**src/rtl/lfa_pkg.sv**
```systemverilog
package lfa_pkg;
  typedef enum logic [1:0] {
    KIND_WORD  = 2'd0,
    KIND_ILINE = 2'd1,
    KIND_DLINE = 2'd2,
    KIND_RSVD  = 2'd3
  } req_kind_e;

  typedef enum logic [1:0] {
    ST_IDLE = 2'd0,
    ST_ADDR = 2'd1,
    ST_DATA = 2'd2,
    ST_RESP = 2'd3
  } fsm_e;

  localparam logic [3:0] ATTR_NORMAL_NC_NB = 4'b0010;
  localparam logic [1:0] BURST_INCR        = 2'b01;
endpackage

```
**src/rtl/lfa_burst_plan.sv**
```systemverilog
module lfa_burst_plan #(
  parameter int ADDR_W    = 32,
  parameter int DATA_W    = 64,
  parameter int IC_LINE_W = 256,
  parameter int DC_LINE_W = 512
) (
  input  logic [1:0]        kind,
  input  logic [ADDR_W-1:0] addr,
  input  logic [2:0]        size,
  output logic [ADDR_W-1:0] plan_addr,
  output logic [7:0]        plan_len,
  output logic [2:0]        plan_size
);
  import lfa_pkg::*;

  localparam int BUS_BYTES = DATA_W / 8;
  localparam logic [2:0] FULL_SIZE = 3'($clog2(BUS_BYTES));
  localparam int IC_BEATS = IC_LINE_W / DATA_W;
  localparam int DC_BEATS = DC_LINE_W / DATA_W;
  localparam logic [ADDR_W-1:0] IC_KEEP = ~(ADDR_W'(IC_LINE_W / 8) - ADDR_W'(1));
  localparam logic [ADDR_W-1:0] DC_KEEP = ~(ADDR_W'(DC_LINE_W / 8) - ADDR_W'(1));

  always_comb begin
    case (kind)
      KIND_ILINE: begin
        plan_addr = addr & IC_KEEP;
        plan_len  = 8'(IC_BEATS - 1);
        plan_size = FULL_SIZE;
      end
      KIND_DLINE: begin
        plan_addr = addr & DC_KEEP;
        plan_len  = 8'(DC_BEATS - 1);
        plan_size = FULL_SIZE;
      end
      default: begin
        plan_addr = addr;
        plan_len  = 8'd0;
        plan_size = (size > FULL_SIZE) ? FULL_SIZE : size;
      end
    endcase
  end
endmodule

```
**src/rtl/lfa_beat_track.sv**
```systemverilog
module lfa_beat_track (
  input  logic       clk,
  input  logic       rst,
  input  logic       start,
  input  logic [7:0] len,
  input  logic       beat_fire,
  input  logic       beat_last,
  input  logic [1:0] beat_resp,
  output logic [7:0] beat_idx,
  output logic       final_beat,
  output logic       err_resp,
  output logic       err_proto
);
  logic [7:0] cnt_q;
  logic       at_end;

  assign at_end     = (cnt_q == len);
  assign final_beat = beat_fire && (beat_last || at_end);
  assign beat_idx   = cnt_q;

  always_ff @(posedge clk) begin
    if (rst || start) begin
      cnt_q     <= 8'd0;
      err_resp  <= 1'b0;
      err_proto <= 1'b0;
    end else if (beat_fire) begin
      cnt_q <= final_beat ? 8'd0 : cnt_q + 8'd1;
      if (beat_resp != 2'b00) err_resp <= 1'b1;
      if (beat_last != at_end) err_proto <= 1'b1;
    end
  end

  // the beat index never runs past the burst length
  a_r8_count_bound: assert property (@(posedge clk) disable iff (rst)
    cnt_q <= len);

  // an error flag, once set, holds until a new transaction starts
  a_r9_sticky: assert property (@(posedge clk) disable iff (rst)
    err_resp && !start |=> err_resp);
endmodule

```
**src/rtl/lfa_line_buf.sv**
```systemverilog
module lfa_line_buf #(
  parameter int DATA_W = 64,
  parameter int WORDS  = 8
) (
  input  logic                    clk,
  input  logic                    rst,
  input  logic                    clear,
  input  logic                    wr_en,
  input  logic [7:0]              wr_idx,
  input  logic [DATA_W-1:0]       wr_data,
  output logic [WORDS*DATA_W-1:0] line
);
  for (genvar w = 0; w < WORDS; w++) begin : g_word
    logic [DATA_W-1:0] word_q;
    always_ff @(posedge clk) begin
      if (rst || clear)
        word_q <= '0;
      else if (wr_en && wr_idx == 8'(w))
        word_q <= wr_data;
    end
    assign line[w*DATA_W +: DATA_W] = word_q;
  end
endmodule

```
**src/rtl/line_fetch_axi.sv**
```systemverilog
module line_fetch_axi #(
  parameter int ADDR_W    = 32,
  parameter int DATA_W    = 64,
  parameter int ID_W      = 4,
  parameter int USER_W    = 2,
  parameter int IC_LINE_W = 256,
  parameter int DC_LINE_W = 512,
  localparam int MAX_LINE_W = (IC_LINE_W > DC_LINE_W) ? IC_LINE_W : DC_LINE_W
) (
  input  logic                  clk,
  input  logic                  rst,
  input  logic                  req_valid,
  output logic                  req_ready,
  input  logic [1:0]            req_kind,
  input  logic [ADDR_W-1:0]     req_addr,
  input  logic [2:0]            req_size,
  output logic                  ar_valid,
  input  logic                  ar_ready,
  output logic [ID_W-1:0]       ar_id,
  output logic [ADDR_W-1:0]     ar_addr,
  output logic [7:0]            ar_len,
  output logic [2:0]            ar_size,
  output logic [1:0]            ar_burst,
  output logic [3:0]            ar_cache,
  input  logic                  r_valid,
  output logic                  r_ready,
  input  logic [DATA_W-1:0]     r_data,
  input  logic [1:0]            r_resp,
  input  logic                  r_last,
  input  logic [USER_W-1:0]     r_user,
  output logic                  rsp_valid,
  output logic [1:0]            rsp_kind,
  output logic [MAX_LINE_W-1:0] rsp_line,
  output logic                  rsp_err_resp,
  output logic                  rsp_err_proto
);
  import lfa_pkg::*;

  localparam int WORDS = MAX_LINE_W / DATA_W;
  localparam logic [7:0] IC_LEN = 8'(IC_LINE_W / DATA_W - 1);
  localparam logic [7:0] DC_LEN = 8'(DC_LINE_W / DATA_W - 1);
  localparam logic [ADDR_W-1:0] IC_LOW = ADDR_W'(IC_LINE_W / 8 - 1);
  localparam logic [ADDR_W-1:0] DC_LOW = ADDR_W'(DC_LINE_W / 8 - 1);

  fsm_e              state;
  logic              req_ready_q, ar_valid_q, r_ready_q, rsp_valid_q;
  logic [1:0]        kind_q;
  logic [7:0]        len_q;
  logic [ADDR_W-1:0] ar_addr_q;
  logic [2:0]        ar_size_q;

  logic [ADDR_W-1:0] plan_addr;
  logic [7:0]        plan_len;
  logic [2:0]        plan_size;
  logic              accept, beat_fire, final_beat;
  logic [7:0]        beat_idx;

  assign accept    = (state == ST_IDLE) && req_valid;
  assign beat_fire = r_valid && r_ready_q;

  lfa_burst_plan #(
    .ADDR_W(ADDR_W), .DATA_W(DATA_W), .IC_LINE_W(IC_LINE_W), .DC_LINE_W(DC_LINE_W)
  ) u_plan (
    .kind(req_kind), .addr(req_addr), .size(req_size),
    .plan_addr(plan_addr), .plan_len(plan_len), .plan_size(plan_size)
  );

  lfa_beat_track u_track (
    .clk(clk), .rst(rst), .start(accept), .len(len_q),
    .beat_fire(beat_fire), .beat_last(r_last), .beat_resp(r_resp),
    .beat_idx(beat_idx), .final_beat(final_beat),
    .err_resp(rsp_err_resp), .err_proto(rsp_err_proto)
  );

  lfa_line_buf #(.DATA_W(DATA_W), .WORDS(WORDS)) u_buf (
    .clk(clk), .rst(rst), .clear(accept), .wr_en(beat_fire),
    .wr_idx(beat_idx), .wr_data(r_data), .line(rsp_line)
  );

  always_ff @(posedge clk) begin
    if (rst) begin
      state       <= ST_IDLE;
      req_ready_q <= 1'b1;
      ar_valid_q  <= 1'b0;
      r_ready_q   <= 1'b0;
      rsp_valid_q <= 1'b0;
      kind_q      <= 2'd0;
      len_q       <= 8'd0;
      ar_addr_q   <= '0;
      ar_size_q   <= 3'd0;
    end else begin
      rsp_valid_q <= 1'b0;
      case (state)
        ST_IDLE: if (req_valid) begin
          state       <= ST_ADDR;
          req_ready_q <= 1'b0;
          ar_valid_q  <= 1'b1;
          ar_addr_q   <= plan_addr;
          len_q       <= plan_len;
          ar_size_q   <= plan_size;
          kind_q      <= req_kind;
        end
        ST_ADDR: if (ar_ready) begin
          state      <= ST_DATA;
          ar_valid_q <= 1'b0;
          r_ready_q  <= 1'b1;
        end
        ST_DATA: if (final_beat) begin
          state       <= ST_RESP;
          r_ready_q   <= 1'b0;
          rsp_valid_q <= 1'b1;
        end
        default: begin
          state       <= ST_IDLE;
          req_ready_q <= 1'b1;
        end
      endcase
    end
  end

  assign req_ready = req_ready_q;
  assign ar_valid  = ar_valid_q;
  assign ar_addr   = ar_addr_q;
  assign ar_len    = len_q;
  assign ar_size   = ar_size_q;
  assign ar_id     = '0;
  assign ar_burst  = BURST_INCR;
  assign ar_cache  = ATTR_NORMAL_NC_NB;
  assign r_ready   = r_ready_q;
  assign rsp_valid = rsp_valid_q;
  assign rsp_kind  = kind_q;

  // address request held steady until taken
  a_r6_ar_hold: assert property (@(posedge clk) disable iff (rst)
    ar_valid && !ar_ready |=> ar_valid && $stable(ar_addr) && $stable(ar_len) && $stable(ar_size));

  // address and data phases never overlap
  a_r6_phase_excl: assert property (@(posedge clk) disable iff (rst)
    !(ar_valid && r_ready));

  // only three burst lengths ever appear
  a_r2_len_legal: assert property (@(posedge clk) disable iff (rst)
    ar_valid |-> (ar_len == 8'd0 || ar_len == IC_LEN || ar_len == DC_LEN));

  // line refills start on a line boundary
  a_r5_line_aligned: assert property (@(posedge clk) disable iff (rst)
    ar_valid |-> ((rsp_kind == KIND_ILINE) ? ((ar_addr & IC_LOW) == '0) :
                  (rsp_kind == KIND_DLINE) ? ((ar_addr & DC_LOW) == '0) : 1'b1));

  // idle means nothing in flight
  a_r10_single: assert property (@(posedge clk) disable iff (rst)
    req_ready |-> !ar_valid && !r_ready && !rsp_valid);

  // completion is a single-cycle pulse followed by readiness
  a_r10_pulse: assert property (@(posedge clk) disable iff (rst)
    rsp_valid |=> !rsp_valid && req_ready);

  // sideband is taken only as an input assumption, known when data is valid
  a_r11_user_known: assert property (@(posedge clk) disable iff (rst)
    r_valid |-> !$isunknown(r_user));
endmodule

```
**config.mk**
```make
export PLATFORM = sky130hd
export DESIGN_NAME = line_fetch_axi
export DESIGN_NICKNAME = d
export VERILOG_FILES = /design/src/rtl/lfa_pkg.sv /design/src/rtl/lfa_burst_plan.sv /design/src/rtl/lfa_beat_track.sv /design/src/rtl/lfa_line_buf.sv /design/src/rtl/line_fetch_axi.sv
export SDC_FILE = /design/constraint.sdc
export NUM_CORES = 1
export LEC_CHECK = 0
export BUFFER_PORTS_ARGS = -buffer_cell sky130_fd_sc_hd__buf_4
export CORE_AREA = 3 3 268 270
export DETAILED_ROUTE_END_ITERATION = 7
export DIE_AREA = 0 0 271 273
export SLEW_MARGIN = 10
export SYNTH_ARGS = -nofsm -noshare
export SYNTH_HDL_FRONTEND = slang
export SYNTH_SLANG_ARGS = --single-unit
```
**constraint.sdc**
```tcl
create_clock -name clk -period 2.6 [get_ports clk]
set_input_delay 0.26 -clock clk [delete_from_list [all_inputs] [get_ports clk]]
set_output_delay 0.26 -clock clk [all_outputs]
set_load 0.005 [all_outputs]
```
# == Yosys cells after proc, flatten, opt, wreduce, memory -nomap -nowiden ==
# Index checks and enable logic that the tools add are counted.
# word_totals
ff_bits,573
in_bits,111
out_inout_bits,573
elab_cells,86
# op_classes
add_sub_neg,1
n_lt_le_gt_ge,1
eq_ne,16
mux,18
n_bitwise,2
n_reduce_logical,28
# ops
op,count
$eq A8 B3 Y1 const B,4
$eq A8 B2 Y1 const B,2
$pmux W6 S2,1
$logic_and A1 B1 Y1,11
$reduce_and A3 Y1,3
$add A8 B1 Y8 const B,1
$eq A8 B1 Y1 const B,1
$eq A8 B8 Y1,1
$logic_not A8 Y1,1
$mux W8,1
$reduce_and A2 Y1,4
$mux W1,6
$mux W2,3
$mux W3,2
$pmux W1 S2,3
$pmux W2 S3,1
$pmux W3 S2,1
$reduce_bool A2 Y1,3
$reduce_or A2 Y1,3
$eq A2 B1 Y1 const B,2
$eq A2 B2 Y1 const B,2
$ne A2 B2 Y1 const B,2
$gt A3 B2 Y1 const B,1
$logic_not A2 Y1,1
4 further kinds,6

# == Logic depth before layout (Yosys ltp) ==
# logic_depth
word_depth,5
depth_mapped,8
ltp_nobuf,7

# == By module ==
# A second synthesis with hierarchy kept.
# unflattened
cells_unflattened,2085
area_unflattened_um2,21458.1
# modules_own_cells
mod,instances,cells_each,area_each_um2,seq_area_each_um2
lfa_line_buf,1,1735,18564.1,10249.8
line_fetch_axi,1,244,2029.4,1021.0
lfa_beat_track,1,59,514.2,200.2
lfa_burst_plan,1,47,350.3,0.0

# == Worst setup path before layout ==
# Ideal clock, no wire load.
# synth_path
path_kind,register -> register
startpoint,register u_track.cnt_q[3] (netlist: u_track.beat_idx[3])
endpoint,register state[0]
setup_time_ps,121
arrival_ps,2251
required_time_ps,2479
slack_ps,228
path_stages_with_launch,9
n_path_buf,1
period_less_slack_ps,2372
path_cell_list,dfxtp_1 -> buf_6 -> or4_4 -> a211oi_1 -> nand2_1 -> ha_1 -> nand3b_1 -> a221oi_1 -> mux2_2
# synth_between
elab_chain_cells,5
# synth_lines
element,line_no,source
from (decl),lfa_beat_track.sv:14,logic [7:0] cnt_q;
from (signal assigned),lfa_beat_track.sv:27,cnt_q <= final_beat ? 8'd0 : cnt_q + 8'd1;
$eq A8 B8 Y1,lfa_beat_track.sv:17,assign at_end = (cnt_q == len);
$logic_or A1 B1 Y1,lfa_beat_track.sv:18,assign final_beat = beat_fire && (beat_last || at_end);
$logic_and A1 B1 Y1,lfa_beat_track.sv:18,
$ne A2 B1 Y1 (no source line),n/a,
$reduce_and A3 Y1 (no source line),n/a,
to (signal assigned),line_fetch_axi.sv:82,state <= ST_IDLE;
to (signal assigned),line_fetch_axi.sv:95,state <= ST_ADDR;
to (signal assigned),line_fetch_axi.sv:104,state <= ST_DATA;
to (decl),line_fetch_axi.sv:45,fsm_e state;
# No other way between the ends.
# A chain may end at the register's enable or synchronous reset.

# == Final worst setup path ==
# layout_path
startpoint,register u_track.cnt_q[3] (netlist: u_track.beat_idx[3])
endpoint,register r_ready_q (netlist: r_ready)
# layout_between
elab_chain_cells,5
# layout_lines
element,line_no,source
$eq A8 B8 Y1,lfa_beat_track.sv:17,
$logic_or A1 B1 Y1,lfa_beat_track.sv:18,
$logic_and A1 B1 Y1,lfa_beat_track.sv:18,
$ne A2 B1 Y1 (no source line),n/a,
$reduce_and A3 Y1 (no source line),n/a,
to (signal assigned),line_fetch_axi.sv:85,r_ready_q <= 1'b0;
to (signal assigned),line_fetch_axi.sv:106,r_ready_q <= 1'b1;
to (signal assigned),line_fetch_axi.sv:110,r_ready_q <= 1'b0;
to (decl),line_fetch_axi.sv:46,"logic req_ready_q, ar_valid_q, r_ready_q, rsp_valid_q;"
# No other way between the ends.

==> reports/qor.txt <==
largest net degree at the start of global routing = 69
FP Rows = 97
Die Span X = 271 µm
vias in the first global route = 17177
share of cells above drive strength 1 = 30.2%
Syn Area/Cell = 10.2 µm²
Static Leak = 15.0 nW
Detail Route Antenna Nets = 0
Post-Place Setup Slack = 25.3 ps
fin crit share = 95.5%
RSZ-0062 raised after global routing = false
crit path from = u_track.beat_idx[3]
wire per inst = 19.5 µm
Slew HR = 46.7%
H-tree Lvls = 2
internal power = 15.1 mW
status = finished clean
fmax = 403 MHz
Skew-Pair Late Insertion Delay = 600 ps
setup_tns = 0 ps
CP max stage cell = dlygate4sd3_1
CTS Buf Count = 61
Tightest Pin Transition = 799 ps
Final setup viols = 0
HPWL after DPL = 51100 µm
DRC errors left = 0
area of the mapped netlist = 0.0206 mm²
max incr delay on CP = 580 ps
core area = 0.0698 mm²
final clock skew = 12.7 ps
delay-heaviest family, CP = simple AND/OR/NAND/NOR gates
DRT iter0 DRCs = 769
router iterations before antenna repair = 5
CTS clock-pin slew for the worst setup and hold paths = 60 ps
Finished Cell Area = 0.0291 mm²
post-route insts no fill = 3701
port bufs = 666
placed cell count = 3550
CTS tree = built
Cells after Synth = 2025
Die H = 273 µm
Cell Chain, Critical Path = or4_4 -> a211oi_2 -> buf_4 -> nand2_1 -> ha_1 -> nand3b_1 -> nand2_1 -> a21oi_1 -> dlygate4sd3_1
Root Driver = clkbuf_16
startpoint types = register
Worst Path Arrival = 2970 ps
Power Total = 20.5 mW
IO Pins = 684
Logic pwr share = 13.2%
Synth cell types = 39
Worst setup EP type = register
Seq pwr share = 43.9%
HP Class = in2reg
CP Buf/Inv Count = 2
Pins Over Slew Limit = 0
clock share of power = 42.9%
Yosys Warn Count = 0
CP required = 3090 ps
worst-case vdd ir drop = 0.000525 V
CP Class = reg2reg
Sw Share = 26.6%
nets = 2836
# Post-CTS Setup Buffers = 0
Max clock buf depth = 3
ratio of total power to cell area = 705 mW/mm²
Placed Area = 0.0267 mm²
initial core utilization = 29.5%
vias per inst = 4.56
number of synthesized register bits = 567
CP Max Fanout = 4
die area = 0.0740 mm²
initial antenna violation count = 0
min-delay src = r_valid
CP dominant cell by count = nand2_1
vias = 16895
area growth from synthesis to layout = 41.3%
Final Hold Viols = 0
Net Switching = 5.47 mW
post-route setup slack = 117 ps
post-layout min period = 2480 ps
max-cap violations = 0
first-pass GRT wire length = 107000 µm
GRT overflow = 0
clock sinks = 567
Total GRT Usage = 18.5%
register area share after synthesis = 55.1%
total wire length = 72100 µm
global placer's final weighted congestion = 0.844
RR Startpoint = u_track.beat_idx[3]
-- worst register-to-register path: cells and delay by family, from the launching register on --
kind                       cells  cell delay (ps)
AOI/OAI and AO/OA              2              260
adders and majority gates      1              200
buffers and inverters          2              720
and+or+nand+nor                4              850
DFF                            1              330
-- path summary, 6_finish.rpt --
check / to / slack, ps / cells after the start
min reg2reg: u_track.err_resp / 450 / 2
max reg2reg: r_ready / 120 / 9
max: r_ready / 120 / 9
min: u_track.beat_idx[2] / 50 / 4
-- registers in the layout, indices dropped and copies added (netlist names), 2 cells and up --
signal / flops
ar_addr: 32
ar_len: 2
ar_size: 3
rsp_kind: 2
state: 2
u_buf.g_word.word_q: 512
u_track.beat_idx: 8
-- kinds of logic after synthesis --
family	Yosys count	share of synthesized area [%]
AO/OA/AOI/OAI	60	1.58
XOR/XNOR	3	0.127
flip-flops	567	55.1
adder cells (fa/ha/maj)	11	0.668
multiplexers	514	25.0
buffers and inverters	163	4.15
AND/OR/NAND/NOR	705	13.4
other	2	0.0364
-- synth_stat cells --
library cell  count  area [µm²]
xor2_1            1        8.76
o31ai_1           2        15.0
dfxtp_1         567       11400
or4_1             2        15.0
a211oi_1          2        15.0
or4_4             1        11.3
nand3_1           9        45.0
ha_1             11         138
a21oi_1          46         230
buf_4            16         120
buf_12            7         140
and2_1            3        18.8
nor4b_1           2        17.5
nor3_1            5        25.0
xnor2_1           2        17.5
nor2_1           11        41.3
clkbuf_1         72         270
nand2_1         649        2440
nor2b_1           1        6.26
buf_6             1        11.3
buf_1             8        30.0
conb_1            2        7.51
o211ai_1          2        15.0
or3_1             3        18.8
mux2i_1         513        5130
a211o_1           1        8.76
nand4_1           8        50.1
or3_2             1        7.51
o21bai_1          1        7.51
nand2b_1          5        31.3
and4_1            1        8.76
inv_1            10        37.5
a221oi_1          1        8.76
mux2_2            1        11.3
o21ai_0           5        25.0
buf_2            49         245
nand3b_1          2        15.0
nor4_1            1        6.26
or3_4             1        11.3
-- placed cells by master (no fill, tap or decap), drive strengths merged, types with 2 or more instances in the layout --
master	instances
nand3b	2
or4	3
clkinvlp	4
xnor2	2
inv	13
nor4b	2
conb	15
nor3	5
nand2b	5
nor2	11
nand4	8
a21oi	46
clkinv	14
o31ai	2
o21ai	5
dlygate4sd3	41
buf	725
ha	11
nand3	9
bufinv	6
dfxtp	567
mux2i	513
or3	5
a211oi	2
and2	3
diode	2
clkbuf	81
nand2	649
o211ai	2
-- layout make-up --
class | count | area, µm²
diodes | 2 | 5.00
clock buffers | 81 | 1720
clock inverters | 27 | 317
fillers | 6700 | 40700
inverters | 10 | 37.5
multi-input cells | 1308 | 8480
flip-flops and latches | 567 | 11400
well taps | 940 | 1180
repair buffers | 766 | 6030
-- stage by stage --
step | utilization [%] | hold slack (ps)
2_1_floorplan | - | 396
3_3_place_gp | 38.2 | 443
3_5_place_dp | 38.2 | 448
4_1_cts | 41.7 | 0.800
5_1_grt | 41.7 | 18.5
6_report | 41.7 | 54.4
-- layer usage --
layer  global-route usage (%)  part of all wire (%)
met1                     21.6                    41
met2                     33.0                    49
met3                     5.34                   7.4
met4                     4.90                   2.4
met5                        0                     0
-- power by group through the flow --
stage | Sequential [mW] | Combinational [mW] | Clock (mW)
final | 9.00 | 2.71 | 8.81
after global routing | 9.02 | 2.94 | 9.38
after CTS | 9.00 | 2.72 | 9.03
after detailed placement | 9.18 | 2.66 | 0
after global placement | 9.18 | 2.62 | 0
after floorplan | 9.19 | 1.39 | 0
-- what timing repair did --
item	4_1_cts	5_1_grt
resized for setup	1	1
hold buffers	41	0
hold endpoints to repair	39	0
setup endpoints to repair	1	1
(Power assumes the default switching activity.)
